<file path="src/rtl/lcdt_pkg.sv">
package lcdt_pkg;

  // register byte offsets (software decodes these)
  localparam int OFF_CFG   = 'h00;
  localparam int OFF_VSW   = 'h04;
  localparam int OFF_HSW   = 'h08;
  localparam int OFF_TOT   = 'h0C;
  localparam int OFF_HWIN  = 'h10;
  localparam int OFF_VWIN  = 'h14;
  localparam int OFF_CTRL  = 'h30;
  localparam int OFF_STAT  = 'h34;

  // config bit positions
  localparam int CFG_VS_LOW   = 8;
  localparam int CFG_DE_LOW   = 9;
  localparam int CFG_PCLK_NEG = 10;
  localparam int CFG_HS_LOW   = 11;

  // control bit positions
  localparam int CTL_EN     = 3;
  localparam int CTL_DIS    = 4;
  localparam int CTL_SOF_EN = 12;
  localparam int CTL_EOF_EN = 13;

  // strobes from control to datapath
  typedef struct packed {
    logic run;   // generator is stepping
    logic load;  // restart: clear counters, copy timing
  } lcdt_cmd_t;

endpackage

</file>
<file path="src/rtl/lcdt_ctrl.sv">
module lcdt_ctrl
  import lcdt_pkg::*;
#(
  parameter int CNT_W  = 10,
  parameter int ADDR_W = 8
) (
  input  logic              clk,
  input  logic              rstN,
  input  logic              wrEn,
  input  logic [ADDR_W-1:0] addr,
  input  logic [31:0]       wrData,
  output logic [31:0]       rdData,
  input  logic              frameEnd,
  output lcdt_cmd_t         cmd,
  output logic              stopped,
  output logic [CNT_W-1:0]  hSyncW,
  output logic [CNT_W-1:0]  vSyncW,
  output logic [CNT_W-1:0]  hTot,
  output logic [CNT_W-1:0]  vTot,
  output logic [CNT_W-1:0]  hStart,
  output logic [CNT_W-1:0]  hEnd,
  output logic [CNT_W-1:0]  vStart,
  output logic [CNT_W-1:0]  vEnd,
  output logic              polHs,
  output logic              polVs,
  output logic              polDe,
  output logic              pclkFall,
  output logic              sofEn,
  output logic              eofEn
);

  localparam int HI = 16;

  logic enBit, disBit, running, runReq;
  logic unusedBits;

  assign runReq     = enBit & ~disBit;
  assign unusedBits = ^wrData;

  // register bank
  always_ff @(posedge clk or negedge rstN) begin
    if (!rstN) begin
      hSyncW <= '0; vSyncW <= '0; hTot <= '0; vTot <= '0;
      hStart <= '0; hEnd <= '0; vStart <= '0; vEnd <= '0;
      polHs <= 1'b0; polVs <= 1'b0; polDe <= 1'b0; pclkFall <= 1'b0;
      enBit <= 1'b0; disBit <= 1'b0; sofEn <= 1'b0; eofEn <= 1'b0;
    end else if (wrEn) begin
      case (addr)
        ADDR_W'(OFF_CFG): begin
          polHs    <= wrData[CFG_HS_LOW];
          polVs    <= wrData[CFG_VS_LOW];
          polDe    <= wrData[CFG_DE_LOW];
          pclkFall <= wrData[CFG_PCLK_NEG];
        end
        ADDR_W'(OFF_VSW): vSyncW <= wrData[CNT_W-1:0];
        ADDR_W'(OFF_HSW): hSyncW <= wrData[CNT_W-1:0];
        ADDR_W'(OFF_TOT): begin
          hTot <= wrData[HI +: CNT_W];
          vTot <= wrData[CNT_W-1:0];
        end
        ADDR_W'(OFF_HWIN): begin
          hStart <= wrData[HI +: CNT_W];
          hEnd   <= wrData[CNT_W-1:0];
        end
        ADDR_W'(OFF_VWIN): begin
          vStart <= wrData[HI +: CNT_W];
          vEnd   <= wrData[CNT_W-1:0];
        end
        ADDR_W'(OFF_CTRL): begin
          enBit  <= wrData[CTL_EN];
          disBit <= wrData[CTL_DIS];
          sofEn  <= wrData[CTL_SOF_EN];
          eofEn  <= wrData[CTL_EOF_EN];
        end
        default: ;
      endcase
    end
  end

  // run / stop sequencing: stops only on a frame boundary
  always_ff @(posedge clk or negedge rstN) begin
    if (!rstN) begin
      running <= 1'b0;
      stopped <= 1'b0;
    end else if (!running && runReq) begin
      running <= 1'b1;
      stopped <= 1'b0;
    end else if (running && frameEnd && !runReq) begin
      running <= 1'b0;
      stopped <= 1'b1;
    end
  end

  assign cmd.run  = running;
  assign cmd.load = !running && runReq;

  // read mux
  always_comb begin
    rdData = '0;
    case (addr)
      ADDR_W'(OFF_CFG): begin
        rdData[CFG_HS_LOW]   = polHs;
        rdData[CFG_VS_LOW]   = polVs;
        rdData[CFG_DE_LOW]   = polDe;
        rdData[CFG_PCLK_NEG] = pclkFall;
      end
      ADDR_W'(OFF_VSW):  rdData = 32'(vSyncW);
      ADDR_W'(OFF_HSW):  rdData = 32'(hSyncW);
      ADDR_W'(OFF_TOT):  rdData = (32'(hTot) << HI) | 32'(vTot);
      ADDR_W'(OFF_HWIN): rdData = (32'(hStart) << HI) | 32'(hEnd);
      ADDR_W'(OFF_VWIN): rdData = (32'(vStart) << HI) | 32'(vEnd);
      ADDR_W'(OFF_CTRL): begin
        rdData[CTL_EN]     = enBit;
        rdData[CTL_DIS]    = disBit;
        rdData[CTL_SOF_EN] = sofEn;
        rdData[CTL_EOF_EN] = eofEn;
      end
      ADDR_W'(OFF_STAT): rdData[0] = stopped;
      default: rdData = '0;
    endcase
  end

endmodule

</file>
<file path="src/rtl/lcdt_dpath.sv">
module lcdt_dpath
  import lcdt_pkg::*;
#(
  parameter int CNT_W = 10
) (
  input  logic             clk,
  input  logic             rstN,
  input  logic             pixEn,
  input  lcdt_cmd_t        cmd,
  input  logic [CNT_W-1:0] hSyncW,
  input  logic [CNT_W-1:0] vSyncW,
  input  logic [CNT_W-1:0] hTot,
  input  logic [CNT_W-1:0] vTot,
  input  logic [CNT_W-1:0] hStart,
  input  logic [CNT_W-1:0] hEnd,
  input  logic [CNT_W-1:0] vStart,
  input  logic [CNT_W-1:0] vEnd,
  input  logic             polHs,
  input  logic             polVs,
  input  logic             polDe,
  input  logic             pclkFall,
  input  logic             sofEn,
  input  logic             eofEn,
  output logic             frameEnd,
  output logic             hsyncPin,
  output logic             vsyncPin,
  output logic             dePin,
  output logic             pclkPin,
  output logic             pixReq,
  output logic [CNT_W-1:0] xPos,
  output logic [CNT_W-1:0] yPos,
  output logic             sofIrq,
  output logic             eofIrq
);

  localparam logic [CNT_W-1:0] ONE = CNT_W'(1);

  logic [CNT_W-1:0] hCnt, vCnt;
  logic [CNT_W-1:0] shHsw, shVsw, shHTot, shVTot, shHS, shHE, shVS, shVE;
  logic hsAct, vsAct, deAct, pclkR;
  logic lineEnd, lastPix, inWin, origin;

  assign lineEnd  = (hCnt == shHTot - ONE);
  assign lastPix  = lineEnd && (vCnt == shVTot - ONE);
  assign origin   = (hCnt == '0) && (vCnt == '0);
  assign inWin    = (hCnt >= shHS) && (hCnt < shHE) &&
                    (vCnt >= shVS) && (vCnt < shVE);
  assign frameEnd = cmd.run && pixEn && lastPix;

  always_ff @(posedge clk or negedge rstN) begin
    if (!rstN) begin
      hCnt <= '0; vCnt <= '0;
      shHsw <= '0; shVsw <= '0; shHTot <= '0; shVTot <= '0;
      shHS <= '0; shHE <= '0; shVS <= '0; shVE <= '0;
      hsAct <= 1'b0; vsAct <= 1'b0; deAct <= 1'b0; pixReq <= 1'b0;
      xPos <= '0; yPos <= '0; sofIrq <= 1'b0; eofIrq <= 1'b0;
      pclkR <= 1'b0;
    end else begin
      pclkR <= pixEn;
      if (cmd.load || !cmd.run) begin
        hsAct <= 1'b0; vsAct <= 1'b0; deAct <= 1'b0; pixReq <= 1'b0;
        xPos <= '0; yPos <= '0; sofIrq <= 1'b0; eofIrq <= 1'b0;
        if (cmd.load) begin
          hCnt <= '0; vCnt <= '0;
          shHsw <= hSyncW; shVsw <= vSyncW; shHTot <= hTot; shVTot <= vTot;
          shHS <= hStart; shHE <= hEnd; shVS <= vStart; shVE <= vEnd;
        end
      end else if (pixEn) begin
        hsAct  <= hCnt < shHsw;
        vsAct  <= vCnt < shVsw;
        deAct  <= inWin;
        pixReq <= inWin;
        xPos   <= hCnt;
        yPos   <= vCnt;
        sofIrq <= sofEn && origin;
        eofIrq <= eofEn && lastPix;
        hCnt   <= lineEnd ? '0 : hCnt + ONE;
        if (lineEnd) vCnt <= lastPix ? '0 : vCnt + ONE;
        if (lastPix) begin
          shHsw <= hSyncW; shVsw <= vSyncW; shHTot <= hTot; shVTot <= vTot;
          shHS <= hStart; shHE <= hEnd; shVS <= vStart; shVE <= vEnd;
        end
      end else begin
        pixReq <= 1'b0;
        sofIrq <= 1'b0;
        eofIrq <= 1'b0;
      end
    end
  end

  assign hsyncPin = hsAct ^ polHs;
  assign vsyncPin = vsAct ^ polVs;
  assign dePin    = deAct ^ polDe;
  assign pclkPin  = pclkR ^ pclkFall;

endmodule

</file>
<file path="src/rtl/lcd_timing_gen.sv">
module lcd_timing_gen
  import lcdt_pkg::*;
#(
  parameter int CNT_W  = 10,
  parameter int ADDR_W = 8
) (
  input  logic              clk,
  input  logic              rstN,
  input  logic              pixEn,
  input  logic              wrEn,
  input  logic [ADDR_W-1:0] addr,
  input  logic [31:0]       wrData,
  output logic [31:0]       rdData,
  output logic              hsyncPin,
  output logic              vsyncPin,
  output logic              dePin,
  output logic              pclkPin,
  output logic              pixReq,
  output logic [CNT_W-1:0]  xPos,
  output logic [CNT_W-1:0]  yPos,
  output logic              sofIrq,
  output logic              eofIrq
);

  lcdt_cmd_t cmd;
  logic frameEnd, stopped;
  logic [CNT_W-1:0] hSyncW, vSyncW, hTot, vTot, hStart, hEnd, vStart, vEnd;
  logic polHs, polVs, polDe, pclkFall, sofEn, eofEn;

  lcdt_ctrl #(.CNT_W(CNT_W), .ADDR_W(ADDR_W)) u_ctrl (
    .clk(clk), .rstN(rstN), .wrEn(wrEn), .addr(addr), .wrData(wrData),
    .rdData(rdData), .frameEnd(frameEnd), .cmd(cmd), .stopped(stopped),
    .hSyncW(hSyncW), .vSyncW(vSyncW), .hTot(hTot), .vTot(vTot),
    .hStart(hStart), .hEnd(hEnd), .vStart(vStart), .vEnd(vEnd),
    .polHs(polHs), .polVs(polVs), .polDe(polDe), .pclkFall(pclkFall),
    .sofEn(sofEn), .eofEn(eofEn)
  );

  lcdt_dpath #(.CNT_W(CNT_W)) u_dpath (
    .clk(clk), .rstN(rstN), .pixEn(pixEn), .cmd(cmd),
    .hSyncW(hSyncW), .vSyncW(vSyncW), .hTot(hTot), .vTot(vTot),
    .hStart(hStart), .hEnd(hEnd), .vStart(vStart), .vEnd(vEnd),
    .polHs(polHs), .polVs(polVs), .polDe(polDe), .pclkFall(pclkFall),
    .sofEn(sofEn), .eofEn(eofEn), .frameEnd(frameEnd),
    .hsyncPin(hsyncPin), .vsyncPin(vsyncPin), .dePin(dePin),
    .pclkPin(pclkPin), .pixReq(pixReq), .xPos(xPos), .yPos(yPos),
    .sofIrq(sofIrq), .eofIrq(eofIrq)
  );

endmodule

</file>
<file path="config.mk">
export PLATFORM = sky130hd
export DESIGN_NAME = lcd_timing_gen
export DESIGN_NICKNAME = d
export VERILOG_FILES = /design/src/rtl/lcdt_pkg.sv /design/src/rtl/lcdt_ctrl.sv /design/src/rtl/lcdt_dpath.sv /design/src/rtl/lcd_timing_gen.sv
export SDC_FILE = /design/constraint.sdc
export NUM_CORES = 1
export LEC_CHECK = 0
export BUFFER_PORTS_ARGS = -buffer_cell sky130_fd_sc_hd__buf_4
export CAP_MARGIN = 20
export CORE_ASPECT_RATIO = 1.1
export CORE_MARGIN = 8
export CORE_UTILIZATION = 50
export CTS_BUF_LIST = sky130_fd_sc_hd__clkbuf_16
export DETAILED_ROUTE_END_ITERATION = 10
export PLACE_DENSITY = 0.69
export SLEW_MARGIN = 25
export SYNTH_ARGS = -nofsm -noshare
export SYNTH_HDL_FRONTEND = slang
export SYNTH_SLANG_ARGS = --single-unit
</file>
<file path="constraint.sdc">
create_clock -name clk -period 8.05 [get_ports clk]
set_input_delay 0.805 -clock clk [delete_from_list [all_inputs] [get_ports clk]]
set_output_delay 0.805 -clock clk [all_outputs]
set_load 0.03 [all_outputs]
</file>
==> impl_metrics.tcl, run 1 <==
set metrics [dict create \
    crit_chain "buf_4, nor4_1, buf_4, and3_1, and2_1, a222oi_1, inv_1, buf_4" \
    leakagePower_nw 6.747 \
    clock_path_buffers 3 \
    io_buffers 86 \
    startpoint_type "primary input" \
    cts.reportedPaths.clkPinSlew_ns 0.06 \
    hold_class "in2async" \
    fill_cells 1955 \
    clock_latency_ns 0.52 \
    die_area_um2 28480 \
    cts_max_level 1 \
    cts_hold_buf 0 \
    ys_warn_count 0 \
    seq_area_frac_synth 0.4655 \
    period_needed_ns 3.802 \
    drt_pass1_iterations 7 \
    final-hold-violation-count 0 \
    netlist_area_um2 11670 \
    synth_cell_types 74 \
    grt_overflow 0 \
    run_status "completed" \
    post_cts_buffers 0 \
    layout.nets 1155 \
    stdcell_count 1365 \
    first_iter_violations 630 \
    crit_fanout 11 \
    min_period_over_period 0.4723 \
    antenna_cells 0 \
    grt_pass1_vias 8089 \
    synth_compound_area_frac 0.08430 \
    wire_per_inst_um 21.37 \
    antenna_found_initial 0 \
    worst_slew_pin_slew_ns 0.8288 \
    fp.dieH_um 176.2 \
    cts_made_buffers 23 \
    ir_drop_mv 0.1408 \
    cap_viol_max_count 0 \
    swShare 0.2657 \
    numClockSinks 217 \
    setup_viol 0 \
    synth_simple_gate_area_frac 0.09535 \
    vias 7841 \
    ctsResizeCount 0 \
    gr-usage-all-layers 0.2056 \
    rows 58 \
    via_per_inst 5.744 \
    critical_path.endpoint_type "output pin" \
    wirelength_mm 29.17 \
    pwr-share-clk 0.406 \
    finalSetupTns_ns 0 \
    required_ns 7.24 \
    p_int_mw 1.848 \
    ys.flop_type "dfrtp_1" \
    synth_edf_count 0 \
    power_frac_seq 0.479 \
    cts_tree "yes" \
    fin_util 0.5774 \
    synth_top_family_by_area "multiplexers" \
    dp.cells 1323 \
    fin_worst_skew_ns 0.008977 \
    rsz0062_at_grt "no" \
    cp.arrival_ns 3.00 \
    ios 103 \
    slowest_stage "and2_1" \
    powerDensity_nw_per_um2 190.1 \
    synth-seq-cells 217 \
    grt_max_degree 96 \
    route.detailed.drc 0 \
    coreArea_um2 22930 \
    p_sw_uw 668.9 \
    p_comb_frac 0.115 \
    finalMaxSlewViolations 0 \
    drive_gt1_frac 0.2685 \
    synth_xor_xnor_area_share 0.02327 \
    place_area_um2 12500 \
    dpl.hpwl_mm 20.07 \
    muxShareOfSynthArea 0.2109 \
    die_w_um 161.6 \
    final_area_um2 13240 \
    gp_congestion 0.8445 \
    clock-root-buffer "clkbuf_16" \
    grt_pass1_wl_mm 46.18 \
    crit_path_frequent_cell "buf_4" \
    slowest_delay_ns 0.63 \
    final_antenna_net_count 0 \
    syn_inst 969 \
    synthArstFlopShare 1.000 \
    start_util 0.5087 \
    avgSynthCellArea_um2 12.04 \
    slew-limit-headroom 0.4475 \
    clock.fmax_mhz 263.0 \
    path_class "in2out" \
    synth_fa_ha_area_frac 0.06650 \
    whs_ns 0.3148 \
    area_delta_synth_final_pct 13.50 \
]
## worst paths after layout
path                                      start         endpoint  slack (ns)  depth (start not counted)
worst max register to register  u_dpath.hCnt[5]  u_dpath.shVE[6]        4.65                          9
worst max-delay path                    addr[4]       rdData[20]        4.25                          8
worst min register to register  u_dpath.shVE[9]  u_dpath.shVE[9]        0.49                          1
min in group clk                u_dpath.shVE[9]  u_dpath.shVE[9]        0.49                          1
worst min-delay path                       rstN   u_ctrl.vEnd[6]        0.31                          1
max in group asynchronous                  rstN  u_dpath.xPos[4]        6.43                          2
## kinds of logic (layout without fill, tap and decap cells)
| family | count (synthesis) | after routing |
|---|---|---|
| other | 1 | 8 |
| multiplexers | 202 | 202 |
| flip-flops | 217 | 217 |
| adder cells (fa/ha/maj) | 62 | 62 |
| buffers and inverters | 130 | 219 |
| XOR/XNOR | 31 | 31 |
| AND/OR/NAND/NOR | 188 | 188 |
| AO/OA/AOI/OAI | 138 | 138 |
## area by class of cell
class                   instances  area (um2)  area share
flip-flops and latches        217        5430      0.4101
clock inverters                18       137.6     0.01039
clock buffers                  23       575.6     0.04347
inverters                      78       292.8     0.02211
repair buffers                100       778.2     0.05877
multi-input cells             629        5652      0.4268
well taps                     300       375.4     0.02835
## synthesized netlist by cell type (all sizes together) (3+ instances only)
cell	instances	area, um2
and2	8	50.05
ha	62	775.7
dfrtp	217	5430
xor2	17	148.9
nand2b	16	100.1
or2	3	18.77
nor2	13	48.80
or3	3	18.77
nor3	11	55.05
nand3b	5	37.54
mux2	176	2200
nand2	47	178.9
mux2i	26	260.3
nor2b	22	137.6
and3	13	81.33
o211ai	3	22.52
a21o	12	90.09
or4b	5	50.05
nor4	10	98.84
nand3	17	97.60
xnor2	14	122.6
inv	78	292.8
a211oi	4	35.03
a22oi	6	45.04
o21ai	25	128.9
a31oi	10	62.56
a221o	6	60.06
buf	24	231.5
a222oi	14	140.1
clkbuf	28	105.1
a21oi	33	165.2
a22o	4	35.03
## worst max-delay path: cells and delay by family
family | cells | cell delay (ns)
compound gates | 1 | 0.24
buf+inv | 4 | 0.61
simple gates | 3 | 1.35
## power by group through the flow
stage / registers [mW] / clock network, mW / logic, mW
3_3_place_gp: 1.22 / 0 / 0.284
4_1_cts: 1.21 / 1.04 / 0.294
2_1_floorplan: 1.21 / 0 / 0.173
6_report: 1.21 / 1.02 / 0.290
5_1_grt: 1.21 / 1.09 / 0.324
3_5_place_dp: 1.23 / 0 / 0.291
## through the flow
stage | setup WS, ns | power, mW
after global routing | 4.127 | 2.621
final | 4.248 | 2.517
after CTS | 4.251 | 2.543
after global placement | 4.257 | 1.507
after floorplan | 4.797 | 1.387
after detailed placement | 4.298 | 1.516
## metal layers
metal / up-vias / global-route usage / routed length (um)
met3: 40 / 0.03331 / 1798
li1: 3618 / - / -
met1: 3955 / 0.2805 / 13110
met5: - / 0 / 0
met2: 228 / 0.3348 / 13670
met4: 0 / 0.05637 / 588
## placed cells by master (no fill, tap or decap), types with 14 or more instances in the layout
master / netlist / final
a21oi_1: 33 / 32
a222oi_1: 14 / 14
buf_4: 8 / 98
clkbuf_16: 0 / 23
dfrtp_1: 217 / 217
ha_1: 62 / 62
inv_1: 78 / 83
mux2_1: 39 / 39
mux2_2: 79 / 79
mux2_4: 58 / 58
mux2i_1: 26 / 26
nand2_1: 46 / 46
nand2b_1: 16 / 16
nand3_1: 16 / 16
nor2b_1: 22 / 22
o21ai_0: 23 / 23
xnor2_1: 14 / 14
xor2_1: 17 / 17
Note: power is estimated with default switching activity, not from simulation.
==> run 2: changes to the inputs <==
Settings changed: ABC_AREA set to 1.
Clock period 8.05 ns to 3.5 ns, I/O delays scaled along.
==> impl_metrics.tcl, run 2 <==
set metrics [dict create \
    clock.fmax_mhz 349.2 \
    vias 10050 \
    setup_viol 0 \
    total_power_mw 6.247 \
    final-hold-violation-count 0 \
    powerDensity_nw_per_um2 462.0 \
    grt_pass1_wl_mm 53.26 \
    clock_path_buffers 3 \
    fp.dieH_um 176.7 \
    die_w_um 162.1 \
    startpoint_type "flop" \
    crit_start "u_dpath.hCnt[8]" \
    wire_per_inst_um 17.93 \
    worst_slew_pin_slew_ns 0.8260 \
    antenna_cells 0 \
    fill_cells 2170 \
    cts_tree "yes" \
    avgSynthCellArea_um2 8.111 \
    crit_fanout 80 \
    synth_top_area_frac 0.4627 \
    die_area_um2 28640 \
    synthTopCellsByArea "dfrtp_1, nand2_1, ha_1, o21ai_0, inv_1" \
    path_buf_inv 4 \
    finalMaxSlewViolations 0 \
    route.detailed.drc 0 \
    crit_end "u_dpath.shVS[4]" \
    slew-limit-headroom 0.4493 \
    synth_common_cells "nand2_1, dfrtp_1, inv_1" \
    antenna_found_initial 1 \
    cp.arrival_ns 3.32 \
    io_buffers 86 \
    slowest_stage "dfrtp_1" \
    run_status "completed" \
    gp_congestion 0.8914 \
    cts_made_buffers 24 \
    hold_class "in2reg" \
    wirelength_mm 33.19 \
    rows 59 \
    synth_top_area_cell "dfrtp_1" \
    fin_util 0.5797 \
    netlist_area_um2 11740 \
    final_antenna_net_count 0 \
    regToRegStartpoint "u_dpath.hCnt[8]" \
    r2r_slack_ns 0.64 \
    rr_worst_depth 15 \
    synth-seq-cells 217 \
    ir_drop_mv 0.3281 \
    synth_edf_count 0 \
    critPathTopFamily "simple AND/OR/NAND/NOR gates" \
    cap_viol_max_count 0 \
    grt_overflow 0 \
    first_iter_violations 799 \
    finalSetupTns_ns 0 \
    numClockSinks 217 \
    r2r_end "u_dpath.shVS[4]" \
    cts_max_level 1 \
    synth.most_common_cell "nand2_1" \
    clock-root-buffer "clkbuf_16" \
    grt_pass1_vias 9969 \
    via_per_inst 5.427 \
    rsz0062_at_grt "no" \
    drive_gt1_frac 0.1332 \
    crit_chain "inv_1, nand2_1, nand2_1, inv_1, o21ai_0, nand2_1, nand3_1, nor2_2, nand3_2, inv_2, nand3_4, nand2_2, buf_12, nand2_1, nand2_1" \
    clock_latency_ns 0.53 \
    required_ns 3.95 \
    crit_path_frequent_cell "nand2_1" \
    synthArstFlopShare 1.000 \
    min_period_over_period 0.8183 \
    fin_worst_skew_ns 0.01375 \
    leakagePower_nw 6.923 \
    ys.flop_type "dfrtp_1" \
    post_cts_buffers 0 \
    area_delta_synth_final_pct 15.22 \
    crit_cells 15 \
    period_needed_ns 2.864 \
    ios 103 \
    critical_path.endpoint_type "flop" \
    gr-usage-all-layers 0.2314 \
    mostFrequentLayoutCells "nand2_1, dfrtp_1, inv_1, o21ai_0, buf_4" \
    whs_ns 0.03209 \
    slowest_delay_ns 0.59 \
    grt_max_degree 88 \
    ys_warn_count 0 \
    layout.nets 1634 \
    synth_cell_types 41 \
    drt_pass1_iterations 5 \
    start_util 0.5031 \
    path_class "reg2reg" \
    cts.reportedPaths.clkPinSlew_ns 0.06 \
    syn_inst 1447 \
    coreArea_um2 23330 \
    dpl.hpwl_mm 23.18 \
    layout_commonest_cell "nand2_1" \
    seq_area_frac_synth 0.4627 \
]
-- run 2: changes by cell type after synthesis, moves of 22 or more --
cell     previous run  this run
o21ai_0            23       120
mux2_4             58         0
nor2_1             13        74
nor2b_1            22         0
nand3_2             0        40
mux2_1             39         0
inv_1              78       144
nand3_1            16        96
mux2i_1            26         0
nand2_1            46       465
mux2_2             79         0
-- run 2: timing repair --
| action | 4_1_cts | 5_1_grt |
|---|---|---|
| hold buffers | 1 | 0 |
| hold endpoints to repair | 83 | 0 |
| resized for setup | 0 | 0 |
-- run 2: cells by family after synthesis --
group	after synthesis	share of synthesized area
AO/OA/AOI/OAI	195	0.09190
XOR/XNOR	33	0.02463
adder cells (fa/ha/maj)	62	0.06610
buffers and inverters	215	0.08028
flip-flops	217	0.4627
other	1	0.0003195
AND/OR/NAND/NOR	724	0.2741
-- run 2: worst min path at each step --
stage,start,cells after the start,end
floorplan,rstN,0,u_ctrl.disBit
global placement,rstN,1,u_ctrl.polHs
detailed placement,rstN,1,u_ctrl.polHs
CTS,pixEn,1,u_dpath.pclkR
global route,pixEn,1,u_dpath.pclkR
finish,pixEn,1,u_dpath.pclkR
-- run 2: power by group --
part / switching (mW) / total (mW) / internal (mW)
sequential: 0.121 / 2.73 / 2.61
clock: 1.04 / 2.70 / 1.66
combinational: 0.516 / 0.813 / 0.297
total: 1.68 / 6.25 / 4.57
-- run 2: cell type report --
class,instances,area [um2],area share
Sequential cell,217,5430,0.4016
Multi-Input combinational cell,1022,5398,0.3991
Timing Repair Buffer,115,914.6,0.06763
Clock buffer,25,625.6,0.04626
Inverter,148,556.8,0.04117
Tap cell,305,381.6,0.02822
Clock inverter,19,216.5,0.01601
-- run 2: through the flow --
stage | cell area [um2] | setup slack (ns) | cells
global route | 13520 | 0.3669 | 1851
floorplan | 11760 | 1.408 | 1454
CTS | 13510 | 0.7080 | 1851
global placement | 12660 | 0.7098 | 1806
detailed placement | 12660 | 0.7151 | 1806
finish | 13520 | 0.6359 | 1851
-- run 2: metal layers --
layer | GRT usage | vias up | share of wire
met5 | 0 | - | 0.00033
met4 | 0.07838 | 2 | 0.026
met3 | 0.03723 | 69 | 0.064
met2 | 0.3653 | 347 | 0.46
met1 | 0.3191 | 4792 | 0.45
li1 | - | 4835 | -
